[src/rtl/useq_pkg.sv]
`timescale 1ns/1ps
package useq_pkg;

    localparam int UBW = 4;

    typedef enum logic [1:0] {
        SEL_INC = 2'b00,
        SEL_OPC = 2'b01,
        SEL_EXT = 2'b10,
        SEL_BR  = 2'b11
    } nsel_e;

    typedef enum logic [UBW-1:0] {
        BC_SEQ   = 4'd0,
        BC_JMP   = 4'd1,
        BC_Z     = 4'd2,
        BC_NZ    = 4'd3,
        BC_POS   = 4'd4,
        BC_NEG   = 4'd5,
        BC_DISP  = 4'd6,
        BC_EXT   = 4'd7,
        BC_CON0  = 4'd8,
        BC_CNT1  = 4'd9,
        BC_CNT0  = 4'd10,
        BC_END   = 4'd11
    } bcode_e;

endpackage

[src/rtl/useq_rom.sv]
`timescale 1ns/1ps
module useq_rom
    import useq_pkg::*;
#(
    parameter int CW = 8,
    parameter int AW = 5
) (
    input  logic [AW-1:0]        rd_addr,
    output logic [CW+AW+UBW-1:0] rd_word
);
    localparam int DEPTH = 1 << AW;
    localparam int IW    = CW + AW + UBW;

    logic [IW-1:0] mem [DEPTH];

    // Fixed test microprogram: codes 2..13 at addresses 4..15, a jump at 1.
    for (genvar a = 0; a < DEPTH; a++) begin : g_word
        localparam int CODE = (a >= 4 && a <= 15) ? a - 2 : ((a == 1) ? 1 : 0);
        localparam int TGT  = (a >= 4 && a <= 15) ? 20 : ((a == 1) ? 30 : 0);
        localparam int CVAL = (a * 37 + 11) % 256;
        assign mem[a] = {CW'(CVAL), AW'(TGT), UBW'(CODE)};
    end

    assign rd_word = mem[rd_addr];

endmodule

[src/rtl/useq_opmap.sv]
`timescale 1ns/1ps
module useq_opmap #(
    parameter int AW       = 5,
    parameter int OPW      = 3,
    parameter int OPC_BASE = 4
) (
    input  logic [OPW-1:0] opcode,
    output logic [AW-1:0]  start_addr
);
    localparam int NOP = 1 << OPW;

    logic [AW-1:0] table_q [NOP];

    for (genvar k = 0; k < NOP; k++) begin : g_ent
        assign table_q[k] = AW'(OPC_BASE + k);
    end

    assign start_addr = table_q[opcode];

endmodule

[src/rtl/useq_brsel.sv]
`timescale 1ns/1ps
module useq_brsel
    import useq_pkg::*;
(
    input  logic [UBW-1:0] bctl,
    input  logic           flag_n,
    input  logic           flag_z,
    input  logic           flag_con,
    input  logic           cnt_one,
    input  logic           cnt_zero,
    output nsel_e          sel,
    output logic           end_hit
);
    always_comb begin
        sel     = SEL_INC;
        end_hit = 1'b0;
        case (bctl)
            BC_JMP:  sel = SEL_BR;
            BC_Z:    sel = flag_z   ? SEL_BR : SEL_INC;
            BC_NZ:   sel = !flag_z  ? SEL_BR : SEL_INC;
            BC_POS:  sel = (!flag_n && !flag_z) ? SEL_BR : SEL_INC;
            BC_NEG:  sel = flag_n   ? SEL_BR : SEL_INC;
            BC_DISP: sel = SEL_OPC;
            BC_EXT:  sel = SEL_EXT;
            BC_CON0: sel = !flag_con ? SEL_BR : SEL_INC;
            BC_CNT1: sel = cnt_one  ? SEL_BR : SEL_INC;
            BC_CNT0: sel = cnt_zero ? SEL_BR : SEL_INC;
            BC_END: begin
                sel     = SEL_BR;
                end_hit = 1'b1;
            end
            default: sel = SEL_INC;
        endcase
    end

endmodule

[src/rtl/useq_nextmux.sv]
`timescale 1ns/1ps
module useq_nextmux
    import useq_pkg::*;
#(
    parameter int AW = 5
) (
    input  nsel_e         sel,
    input  logic [AW-1:0] inc_addr,
    input  logic [AW-1:0] opc_addr,
    input  logic [AW-1:0] ext_addr,
    input  logic [AW-1:0] br_addr,
    output logic [AW-1:0] next_addr
);
    always_comb begin
        case (sel)
            SEL_INC: next_addr = inc_addr;
            SEL_OPC: next_addr = opc_addr;
            SEL_EXT: next_addr = ext_addr;
            default: next_addr = br_addr;
        endcase
    end

endmodule

[src/rtl/useq_top.sv]
`timescale 1ns/1ps
module useq_top
    import useq_pkg::*;
#(
    parameter int CW         = 8,
    parameter int AW         = 5,
    parameter int OPW        = 3,
    parameter int RESET_ADDR = 8,
    parameter int FETCH_ADDR = 0,
    parameter int OPC_BASE   = 4
) (
    input  logic           clk,
    input  logic           rst,
    input  logic [OPW-1:0] opcode,
    input  logic [AW-1:0]  ext_addr,
    input  logic           flag_n,
    input  logic           flag_z,
    input  logic           flag_con,
    input  logic           cnt_one,
    input  logic           cnt_zero,
    output logic [CW-1:0]  ctrl,
    output logic [AW-1:0]  upc
);
    localparam int IW = CW + AW + UBW;

    typedef struct packed {
        logic [CW-1:0]  ctrl;
        logic [AW-1:0]  baddr;
        logic [UBW-1:0] bctl;
    } uword_t;

    typedef struct packed {
        logic [AW-1:0] upc;
        uword_t        uir;
        logic          primed;
    } state_t;

    state_t        st_q, st_d;
    logic [IW-1:0] rom_word;
    logic [AW-1:0] inc_addr, opc_addr, br_target, mux_out, rd_addr;
    nsel_e         sel;
    logic          end_hit;

    assign inc_addr = st_q.upc + AW'(1);

    useq_brsel u_brsel (
        .bctl     (st_q.uir.bctl),
        .flag_n   (flag_n),
        .flag_z   (flag_z),
        .flag_con (flag_con),
        .cnt_one  (cnt_one),
        .cnt_zero (cnt_zero),
        .sel      (sel),
        .end_hit  (end_hit)
    );

    assign br_target = end_hit ? AW'(FETCH_ADDR) : st_q.uir.baddr;

    useq_opmap #(.AW(AW), .OPW(OPW), .OPC_BASE(OPC_BASE)) u_opmap (
        .opcode     (opcode),
        .start_addr (opc_addr)
    );

    useq_nextmux #(.AW(AW)) u_mux (
        .sel       (sel),
        .inc_addr  (inc_addr),
        .opc_addr  (opc_addr),
        .ext_addr  (ext_addr),
        .br_addr   (br_target),
        .next_addr (mux_out)
    );

    // Before priming the store is read at the held reset address.
    assign rd_addr = st_q.primed ? mux_out : st_q.upc;

    useq_rom #(.CW(CW), .AW(AW)) u_rom (
        .rd_addr (rd_addr),
        .rd_word (rom_word)
    );

    always_comb begin
        st_d        = st_q;
        st_d.upc    = rd_addr;
        st_d.uir    = uword_t'(rom_word);
        st_d.primed = 1'b1;
        if (rst) begin
            st_d.upc    = AW'(RESET_ADDR);
            st_d.uir    = '0;
            st_d.primed = 1'b0;
        end
    end

    always_ff @(posedge clk) begin
        st_q <= st_d;
    end

    assign ctrl = st_q.uir.ctrl;
    assign upc  = st_q.upc;

    // the address holds during the priming cycle
    assert_prime_hold_R1: assert property (@(posedge clk) disable iff (rst)
        !st_q.primed |=> upc == $past(upc));
    // control output is zero until primed
    assert_ctrl_clear_R1: assert property (@(posedge clk) disable iff (rst)
        !st_q.primed |-> ctrl == '0);
    // sequential step
    assert_seq_step_R3: assert property (@(posedge clk) disable iff (rst)
        (st_q.primed && st_q.uir.bctl == BC_SEQ) |=> upc == $past(upc) + AW'(1));
    // unconditional jump
    assert_jump_R3: assert property (@(posedge clk) disable iff (rst)
        (st_q.primed && st_q.uir.bctl == BC_JMP) |=> upc == $past(st_q.uir.baddr));
    // zero test taken
    assert_z_taken_R4: assert property (@(posedge clk) disable iff (rst)
        (st_q.primed && st_q.uir.bctl == BC_Z && flag_z) |=> upc == $past(st_q.uir.baddr));
    // failed zero test falls through
    assert_z_fall_R7: assert property (@(posedge clk) disable iff (rst)
        (st_q.primed && st_q.uir.bctl == BC_Z && !flag_z) |=> upc == $past(upc) + AW'(1));
    // end of routine returns to fetch
    assert_end_fetch_R9: assert property (@(posedge clk) disable iff (rst)
        (st_q.primed && st_q.uir.bctl == BC_END) |=> upc == AW'(FETCH_ADDR));
    // external entry
    assert_ext_entry_R9: assert property (@(posedge clk) disable iff (rst)
        (st_q.primed && st_q.uir.bctl == BC_EXT) |=> upc == $past(ext_addr));

endmodule

[config.mk]
export PLATFORM = sky130hd
export DESIGN_NAME = useq_top
export DESIGN_NICKNAME = d
export VERILOG_FILES = /design/src/rtl/useq_pkg.sv /design/src/rtl/useq_rom.sv /design/src/rtl/useq_opmap.sv /design/src/rtl/useq_brsel.sv /design/src/rtl/useq_nextmux.sv /design/src/rtl/useq_top.sv
export SDC_FILE = /design/constraint.sdc
export NUM_CORES = 1
export LEC_CHECK = 0
export ABC_AREA = 1
export BUFFER_PORTS_ARGS = -buffer_cell sky130_fd_sc_hd__buf_4
export CAP_MARGIN = 20
export CORE_MARGIN = 3
export CORE_UTILIZATION = 45
export CTS_BUF_LIST = sky130_fd_sc_hd__clkbuf_4 sky130_fd_sc_hd__clkbuf_8
export DETAILED_ROUTE_END_ITERATION = 7
export PLACE_DENSITY_LB_ADDON = 0.12
export SYNTH_ARGS = -nofsm -noshare
export SYNTH_HDL_FRONTEND = slang
export SYNTH_SLANG_ARGS = --single-unit
[constraint.sdc]
create_clock -name clk -period 6.7 [get_ports clk]
set_input_delay 0 -clock clk [delete_from_list [all_inputs] [get_ports clk]]
set_output_delay 0 -clock clk [all_outputs]
set_load 0.01 [all_outputs]
==> impl_metrics.tcl, run 1 <==
set metrics [dict create \
    vias 1453 \
    n_antenna_cell 0 \
    core_mm2 0.003390 \
    period_needed_ns 2.748 \
    gr-usage-met2 0.2478 \
    min_path_cells 6 \
    row_count 21 \
    cts_tree "done" \
    cts-buffers-inserted 3 \
    ys_seq_elements 20 \
    wl_per_cell_um 10.38 \
    dp_slack_ns 3.971 \
    use_met1 0.2270 \
    synth_area_leaders "dfxtp_1, nand2_1, ha_1" \
    dieArea_mm2 0.004323 \
    ys_async_sr_fraction 0 \
    netlist-cell-type-count 30 \
    die_h_um 65.75 \
    initial_core_util 0.4740 \
    synth_top_area_frac 0.2492 \
    grt-busiest-layer "met2" \
    setup_tns_ns 0 \
    dpl.hpwl_mm 2.591 \
    avgSynthCellArea_um2 6.557 \
    crit_top_cell "nand2_1" \
    switchingPower_mw 0.3566 \
    hp-start "ext_addr[0]" \
    route.detailed.drc 0 \
    combPwrFrac 0.657 \
    io_pins 28 \
    required_ns 6.95 \
    path_buf_inv 3 \
    reg2regPathDepth 21 \
    area_delta_synth_final_pct 9.502 \
    syn-num-nets 272 \
    slew_headroom 0.6441 \
    io_buffers 27 \
    power.share.clock 0.079 \
    fin_crit_sh 0.4102 \
    crit_arrival_ns 3.00 \
    finalMaxSlewViolations 0 \
    holdWs_ns 0.2932 \
    grt_max_degree 13 \
    setup_violations 0 \
    ant_nets 0 \
    cts.sinks 20 \
    fin_ws_ns 3.952 \
    overflow 0 \
    synth-seq-area-share 0.2492 \
    finalNonFillerCells 304 \
    worstMarginPinSlew_ns 0.5338 \
    r2r_setup_slack_ns 3.95 \
    hold_end "ctrl[0]$_SDFF_PP0_" \
    viasPerCell 4.780 \
    grt_pass1_wl_mm 5.471 \
    p_per_area_mw_per_mm2 404.9 \
    first_pass_iters 4 \
    routed_wirelength_mm 3.156 \
    die_w_um 65.75 \
    timing_hold_violations_final 0 \
    status "completed" \
    p_int_mw 0.3557 \
    path_clk_slew_ns 0.10 \
    grt_use_total 0.1601 \
    dp_cells 300 \
    cp_cell_sequence "nor2_1 > nand2_1 > nand2_1 > nand2_1 > inv_1 > nor2_2 > nand3_1 > nor2_1 > nand2_1 > nand3_1 > nand2_1 > nand2_1 > inv_1 > ha_1 > inv_1 > nand3_1 > nand2_1 > nand2_1 > nand2_1 > nor2_1 > nor2_1" \
    synth-edff-count 0 \
    cts_buffer_depth 2 \
    synth_top_area_cell "dfxtp_1" \
    reg2reg_to "ctrl[6]$_SDFF_PP0_" \
    grt_pass1_vias 1250 \
    synth_warnings 0 \
    gp_congestion 0.8162 \
    crit_slowest_cell "dfxtp_1" \
    worstSetupPathType "reg2reg" \
    timing.fmax_mhz 363.8 \
    skew_ns 0.002277 \
    critical_path.max_fanout 8 \
    crit_family "simple AND/OR/NAND/NOR gates" \
    maxCapViolCount 0 \
    final_layout_size_suffix_gt1_frac 0.2093 \
    ys.flop_type "dfxtp_1" \
    num-nets-final 287 \
    synthCells 245 \
    grt_use_met3 0.03077 \
    antenna_found_initial 0 \
    cts-root-buf "clkbuf_4" \
    num-fill-cells 355 \
    drt-initial-drc-count 79 \
    grt_setup_unrepaired "no" \
    cts_max_level 1 \
    hold_path.class "in2reg" \
    worstSkewPairLatency_ns 0.30 \
    syn-cell-area_mm2 0.001607 \
    r2r_start "st_q[2]$_SDFF_PP0_" \
    switching_share 0.5007 \
    endpoint_kind "register" \
    worst_path_largest_cell_delay_ns 0.49 \
    start_kind "register" \
    ir_drop_uv 157.7 \
    power.leakage_nw 0.9592 \
    power.share.sequential 0.264 \
]
repair_timing:
item | 4_1_cts | 5_1_grt
endpoints found under the hold margin | 9 | 0
setup buffers | 0 | 0
resized for setup | 0 | 0
hold buffers | 1 | 0
worst max-delay path by stage:
stage | startpoint | end | slack, ns | cells past startpoint
final | st_q[2]$_SDFF_PP0_ | ctrl[6]$_SDFF_PP0_ | 3.95 | 21
after global routing | st_q[2]$_SDFF_PP0_ | ctrl[6]$_SDFF_PP0_ | 3.57 | 21
after CTS | st_q[2]$_SDFF_PP0_ | ctrl[6]$_SDFF_PP0_ | 3.95 | 21
after detailed placement | st_q[2]$_SDFF_PP0_ | ctrl[6]$_SDFF_PP0_ | 3.97 | 21
after global placement | st_q[2]$_SDFF_PP0_ | ctrl[6]$_SDFF_PP0_ | 4.10 | 21
after floorplan | st_q[2]$_SDFF_PP0_ | ctrl[6]$_SDFF_PP0_ | 4.35 | 21
worst min-delay path: cells and delay by family:
family / cells / cell delay, ns
AND/OR/NAND/NOR: 5 / 0.47
buffers and inverters: 1 / 0.08
area by class of cell:
| type | instances | area (um2) | area share |
|---|---|---|---|
| clock buffer | 3 | 22.52 | 0.01280 |
| sequential | 20 | 400.4 | 0.2276 |
| multi-input combinational | 176 | 947.2 | 0.5384 |
| inverter | 31 | 118.9 | 0.06757 |
| tap | 46 | 57.56 | 0.03272 |
| timing repair buffer | 28 | 212.7 | 0.1209 |
through the flow:
| step | power, mW | utilization | instance area [um2] |
|---|---|---|---|
| final | 0.7123 | 0.5190 | 1759 |
| after detailed placement | 0.6606 | 0.5094 | 1727 |
| after global placement | 0.6586 | 0.5094 | 1727 |
| after floorplan | 0.5950 | - | 1607 |
| after CTS | 0.7191 | 0.5190 | 1759 |
| after global routing | 0.7983 | 0.5190 | 1759 |
power groups by stage:
stage | clock network (mW) | registers, mW | logic [mW]
after floorplan | 0 | 0.181 | 0.414
after global placement | 0 | 0.190 | 0.468
after detailed placement | 0 | 0.192 | 0.469
after CTS | 0.0587 | 0.189 | 0.471
after global routing | 0.0632 | 0.194 | 0.541
final | 0.0559 | 0.188 | 0.468
state kept, by name, summed over array words and instances (netlist names):
register and cells:
ctrl 8, st_q 7, upc 5
synth_stat cells (3+ instances only):
master,n
nand2_1,71
nand3_1,27
inv_1,26
dfxtp_1,20
nor2_1,20
buf_4,14
ha_1,12
a21oi_1,8
o21ai_0,6
inv_2,4
nand2_2,4
nor2_2,4
o21ai_1,4
nor2_4,3
xor2_1,3
cell families (layout without fill, tap and decap cells):
kind of cell	after synthesis	after routing	share of synthesized area
AOI/OAI and AO/OA	22	22	0.07867
and+or+nand+nor	139	139	0.4011
xor gates and xnor gates	3	3	0.01636
adders and majority gates	12	12	0.09346
buffers and inverters	49	62	0.1612
DFF	20	20	0.2492
cells in the final DEF (no fill, tap or decap), types with 2 or more instances in the layout:
master | synthesis | routed
nand2_1 | 71 | 71
nand3_1 | 27 | 27
buf_4 | 14 | 27
inv_1 | 26 | 26
nor2_1 | 20 | 20
dfxtp_1 | 20 | 20
ha_1 | 12 | 12
a21oi_1 | 8 | 8
o21ai_0 | 6 | 6
inv_2 | 4 | 4
nand2_2 | 4 | 4
nor2_2 | 4 | 4
o21ai_1 | 4 | 4
nor2_4 | 3 | 3
xor2_1 | 3 | 3
clkbuf_4 | 0 | 3
nand4_1 | 2 | 2
or2_2 | 2 | 2
o21ai_2 | 2 | 2
nor3_1 | 2 | 2
layer usage:
layer  wire [um]  vias up
met4          29        0
met2        1425       22
met1        1588      648
li1            -      779
met5           0        -
met3         112        4
Power figures use the tool's default switching activity.
==> run 2: changes to the inputs <==
- clock period: 6.7 -> 2.8 ns (I/O delays scaled with it)
==> run 2 against run 1 <==
- clock skew grew 0.0011 ns
- setup slack lost 3.6 ns
- cell count is 1.3% higher
- critical path depth did not move
- wire length is 1.3% higher
- sequential share of layout area shrank 0.46 points
- flip-flop and latch count is the same
- non-clock buffer count grew 3
- critical path type unchanged
- largest cell class unchanged
- highest routed layer unchanged
==> impl_metrics.tcl, run 2 (synthesis results as in run 1) <==
set metrics [dict create \
    status "completed" \
    row_count 21 \
    crit_slowest_cell "dfxtp_1" \
    final_common_cell "nand2_1" \
    post_cts_resized 0 \
    io_buffers 27 \
    first_pass_iters 4 \
    start_kind "register" \
    num-nets-final 290 \
    crit_arrival_ns 2.72 \
    worstSkewPairLatency_ns 0.31 \
    grt_max_degree 13 \
    antenna_found_initial 0 \
    ant_nets 0 \
    grt_pass1_vias 1331 \
    hold_path.class "in2reg" \
    dpl.hpwl_mm 2.544 \
    cts_tree "done" \
    period_needed_ns 2.465 \
    dp_cells 303 \
    grt_pass1_wl_mm 5.678 \
    final_layout_size_suffix_gt1_frac 0.2214 \
    io_pins 28 \
    dp_slack_ns 0.3730 \
    p_per_area_mw_per_mm2 995.7 \
    routed_wirelength_mm 3.196 \
    skew_ns 0.003329 \
    cp_cell_sequence "nor2_1 > nand2_1 > nand2_1 > nand2_1 > inv_1 > nor2_2 > nand3_1 > nor2_1 > nand2_1 > nand3_1 > nand2_1 > nand2_1 > inv_1 > ha_1 > inv_1 > nand3_1 > nand2_1 > nand2_1 > nand2_1 > nor2_1 > nor2_1" \
    worstSetupPathType "reg2reg" \
    wl_per_cell_um 10.38 \
    overflow 0 \
    worst_path_largest_cell_delay_ns 0.48 \
    endpoint "ctrl[6]$_SDFF_PP0_" \
    die_w_um 65.75 \
    crit_top_cell "nand2_1" \
    power.share.clock 0.094 \
    critical_path.max_fanout 8 \
    n_antenna_cell 0 \
    dieArea_mm2 0.004323 \
    timing_hold_violations_final 0 \
    slew_headroom 0.7509 \
    core_mm2 0.003390 \
    r2r_setup_slack_ns 0.34 \
    viasPerCell 4.747 \
    cts-root-buf "clkbuf_4" \
    p_int_mw 0.9137 \
    gp_congestion 0.7895 \
    setup_violations 0 \
    cts_buffer_depth 2 \
    path_clk_slew_ns 0.11 \
    power.leakage_nw 0.9810 \
    cts_max_level 1 \
    fin_ws_ns 0.3351 \
    route.detailed.drc 0 \
    r2r_start "st_q[2]$_SDFF_PP0_" \
    vias 1462 \
    grt_setup_unrepaired "no" \
    finalMaxSlewViolations 0 \
    cts-buffers-inserted 3 \
    cts.sinks 20 \
    power.share.sequential 0.252 \
    finalNonFillerCells 308 \
    maxCapViolCount 0 \
    initial_core_util 0.4740 \
    worstMarginPinSlew_ns 0.3737 \
    switchingPower_mw 0.8741 \
    endpoint_kind "register" \
    final_cell_mix "nand2_1, buf_4, nand3_1, inv_1" \
    combPwrFrac 0.655 \
    timing.fmax_mhz 405.7 \
    setup_tns_ns 0 \
    die_h_um 65.75 \
    ir_drop_uv 403.2 \
    fin_crit_sh 0.8803 \
    grt_use_total 0.1658 \
    required_ns 3.05 \
    drt-initial-drc-count 79 \
    switching_share 0.4889 \
    reg2reg_to "ctrl[6]$_SDFF_PP0_" \
    power_mw 1.788 \
    reg2regPathDepth 21 \
    largest_register_ffs 8 \
    area_delta_synth_final_pct 11.76 \
    crit_start "st_q[2]$_SDFF_PP0_" \
]
==> run 2: repair_timing <==
item,4_1_cts,5_1_grt
hold endpoints to repair,9,0
setup buffers,0,0
hold buffers,1,0
endpoints found under the setup margin,0,0
==> run 2: worst min-delay path by stage <==
stage | from | to | slack, ns | cells after the start
6_report | ext_addr[3] | upc[3]$_SDFF_PP1_ | 0.27 | 7
5_1_grt | ext_addr[3] | upc[3]$_SDFF_PP1_ | 0.28 | 7
4_1_cts | ext_addr[3] | upc[3]$_SDFF_PP1_ | 0.26 | 7
3_5_place_dp | rst | ctrl[6]$_SDFF_PP0_ | 0.27 | 2
3_3_place_gp | rst | ctrl[6]$_SDFF_PP0_ | 0.27 | 2
2_1_floorplan | rst | ctrl[7]$_SDFF_PP0_ | 0.18 | 3
==> run 2: cell type report <==
cell class	instances	area (um2)
flip-flops and latches	20	400.4
fillers	361	1594
clock buffers	4	36.28
well taps	46	57.56
multi-input cells	176	947.2
repair buffers	31	235.2
inverters	31	118.9
==> run 2: stage by stage <==
| stage | util | cell area (um2) | hold slack, ns |
|---|---|---|---|
| 6_report | 0.5297 | 1795 | 0.2669 |
| 5_1_grt | 0.5297 | 1795 | 0.2843 |
| 4_1_cts | 0.5297 | 1795 | 0.2623 |
| 3_5_place_dp | 0.5161 | 1749 | 0.2746 |
| 3_3_place_gp | 0.5161 | 1749 | 0.2750 |
| 2_1_floorplan | - | 1607 | 0.1780 |
==> run 2: metal layers <==
| metal | wire (um) | GRT usage | up-vias |
|---|---|---|---|
| met5 | 0 | 0 | - |
| li1 | - | - | 794 |
| met1 | 1602 | 0.2236 | 633 |
| met2 | 1418 | 0.2678 | 31 |
| met3 | 145 | 0.03590 | 4 |
| met4 | 29 | 0.03886 | 0 |
==> run 2: power groups by stage <==
| stage | Sequential, mW | Combinational (mW) | Clock, mW |
|---|---|---|---|
| after floorplan | 0.433 | 0.991 | 0 |
| after global placement | 0.455 | 1.18 | 0 |
| after detailed placement | 0.459 | 1.17 | 0 |
| after CTS | 0.452 | 1.17 | 0.174 |
| after global routing | 0.461 | 1.35 | 0.185 |
| final | 0.450 | 1.17 | 0.167 |
==> run 2: worst max-delay path, delay by kind of cell, from the launching register on <==
kind / cells / cell delay (ns)
AND/OR/NAND/NOR: 17 / 1.41
flip-flops: 1 / 0.48
buffers and inverters: 3 / 0.22
adder cells (fa/ha/maj): 1 / 0.28
==> run 3: changes to the inputs <==
- ABC_AREA: 1 -> 0
==> run 3 against run 2 <==
- total power up 23%
- critical path type unchanged
- via count fell by 4.4%
- sequential share of layout area is 1.5 points lower
- largest power group unchanged
- combinational power rose by 37%
- the flow now finishes with violations (negative setup slack)
==> impl_metrics.tcl, run 3 <==
set metrics [dict create \
    required_ns 2.99 \
    power.leakage_nw 0.8299 \
    grt_max_degree 15 \
    antenna_found_initial 0 \
    start_kind "register" \
    cts_max_level 1 \
    ant_nets 0 \
    timing.fmax_mhz 352.6 \
    hold_path.class "in2reg" \
    viasPerCell 5.394 \
    seq_area_um2 402.9 \
    multi_input_area_um2 980.9 \
    worst_path_largest_cell_delay_ns 0.55 \
    cts_tree "done" \
    finalNonFillerCells 259 \
    routed_wirelength_mm 3.732 \
    crit_arrival_ns 3.03 \
    core_mm2 0.003078 \
    cts-buffers-inserted 3 \
    critical_path.max_fanout 5 \
    ys_seq_elements 20 \
    drt-initial-drc-count 74 \
    synth_top_area_frac 0.2752 \
    cp_cell_sequence "or3b_1 > and4_4 > or4_4 > a211oi_4 > mux2i_4 > ha_2 > o21ai_2 > o21ai_1 > a221oi_2 > a311oi_2" \
    n_antenna_cell 0 \
    synth_area_leaders "dfxtp_1, ha_1, buf_4" \
    crit_family "simple AND/OR/NAND/NOR gates" \
    worstSkewPairLatency_ns 0.31 \
    setup_tns_ns -0.03626 \
    setup_violations 1 \
    endpoint_kind "register" \
    synth-edff-count 0 \
    grt_setup_unrepaired "yes" \
    ys.flop_type "dfxtp_1" \
    yosysMostFrequentCell "dfxtp_1" \
    slew_headroom 0.5983 \
    grt_pass1_wl_mm 5.961 \
    cts.sinks 20 \
    ys_async_sr_fraction 0 \
    overflow 0 \
    cts-root-buf "clkbuf_4" \
    die_h_um 62.87 \
    fin_crit_sh 1.013 \
    final_layout_size_suffix_gt1_frac 0.4140 \
    ys_top_cells_by_count "dfxtp_1, nand2_1, nor2_1" \
    first_pass_iters 4 \
    worstSetupPathType "reg2reg" \
    final_common_cell "buf_4" \
    final_cell_mix "buf_4, dfxtp_1, nor2_1, nand2_1, a21oi_1" \
    area_delta_synth_final_pct 32.93 \
    dp_slack_ns -0.1092 \
    syn-cell-area_mm2 0.001455 \
    initial_core_util 0.4728 \
    ir_drop_uv 505.1 \
    avgSynthCellArea_um2 8.315 \
    maxCapViolCount 0 \
    synth-seq-area-share 0.2752 \
    vias 1397 \
    finalMaxSlewViolations 0 \
    netlist-cell-type-count 52 \
    period_needed_ns 2.836 \
    dpl.hpwl_mm 2.742 \
    placed_area_mm2 0.001744 \
    grt_use_total 0.1896 \
    dp_cells 248 \
    gp_congestion 0.8016 \
    die_w_um 62.87 \
    p_per_area_mw_per_mm2 1132 \
    status "finished with violations" \
    final_area_mm2 0.001934 \
    largest_register_ffs 8 \
    violations "negative setup slack" \
    synth_top_area_cell "dfxtp_1" \
    synthCells 175 \
    num-nets-final 244 \
    route.detailed.drc 0 \
    grt_pass1_vias 1338 \
    wl_per_cell_um 14.41 \
    dieArea_mm2 0.003952 \
    timing_hold_violations_final 0 \
    path_buf_inv 0 \
    io_pins 28 \
    synth_warnings 0 \
    path_clk_slew_ns 0.11 \
    num-fill-cells 293 \
    io_buffers 27 \
    row_count 20 \
    fin_ws_ns -0.03626 \
    skew_ns 0.005198 \
    worstMarginPinSlew_ns 0.6024 \
    crit_slowest_cell "or4_4" \
    cts_buffer_depth 2 \
    syn-num-nets 202 \
]
-- run 3: cells by family (layout without fill, tap and decap cells) --
| family | Yosys count | after routing | share of synthesized area |
|---|---|---|---|
| adder cells (fa/ha/maj) | 12 | 12 | 0.1032 |
| multiplexers | 2 | 2 | 0.01376 |
| buffers and inverters | 29 | 69 | 0.1238 |
| AND/OR/NAND/NOR | 64 | 64 | 0.2261 |
| XOR/XNOR | 5 | 5 | 0.03009 |
| AO/OA/AOI/OAI | 43 | 43 | 0.2279 |
| flip-flops | 20 | 20 | 0.2751 |
-- run 3: tightest hold or removal path: cells and delay by family --
family,cells,cell delay (ns)
muxes,1,0.15
AOI/OAI and AO/OA,2,0.32
and+or+nand+nor,1,0.09
buffers and inverters,1,0.08
-- run 3: final timing paths --
check                          start                  to  slack (ns)  cells past startpoint
setup / recovery  st_q[2]$_SDFF_PP0_  ctrl[4]$_SDFF_PP0_       -0.04                     10
hold / removal           ext_addr[0]   upc[0]$_SDFF_PP0_        0.37                      5
setup reg to reg  st_q[2]$_SDFF_PP0_  ctrl[4]$_SDFF_PP0_       -0.04                     10
hold reg to reg    upc[2]$_SDFF_PP0_   upc[2]$_SDFF_PP0_        0.74                      3
-- run 3: power breakdown --
| part | total [mW] | internal [mW] | switching (mW) |
|---|---|---|---|
| clock network | 0.139 | 0.0504 | 0.0885 |
| logic | 1.60 | 0.765 | 0.831 |
| registers | 0.456 | 0.389 | 0.0664 |
| total | 2.19 | 1.20 | 0.986 |
-- run 3: per-layer routing --
layer  vias up  global-route usage  part of all wire
li1        687                   -                 -
met1       643              0.2126              0.39
met2        57              0.3623              0.54
met3        10             0.02158             0.049
met4         0             0.06612             0.024
met5         -                   0                 0
-- run 3: through the flow --
| stage | total power, mW | utilization | hold WS (ns) |
|---|---|---|---|
| 2_1_floorplan | 1.432 | - | 0.1013 |
| 3_3_place_gp | 1.755 | 0.5667 | 0.2731 |
| 3_5_place_dp | 1.798 | 0.5667 | 0.2765 |
| 4_1_cts | 2.044 | 0.6016 | 0.3579 |
| 5_1_grt | 2.358 | 0.6285 | 0.4082 |
| 6_report | 2.190 | 0.6285 | 0.3673 |
-- run 3: cell type report --
| class | count | area share |
|---|---|---|
| timing repair buffer | 57 | 0.2264 |
| sequential | 20 | 0.2083 |
| multi-input combinational | 126 | 0.5071 |
| inverter | 9 | 0.01811 |
| tap | 44 | 0.02846 |
| clock buffer | 3 | 0.01164 |
-- run 3: timing repair --
| action | in CTS | in global routing |
|---|---|---|
| gates resized for setup | 7 | 17 |
| setup endpoints to repair | 5 | 7 |
| setup buffers | 6 | 1 |
| pin swaps | 4 | 7 |
| hold endpoints to repair | 10 | 0 |
| hold buffers | 1 | 0 |
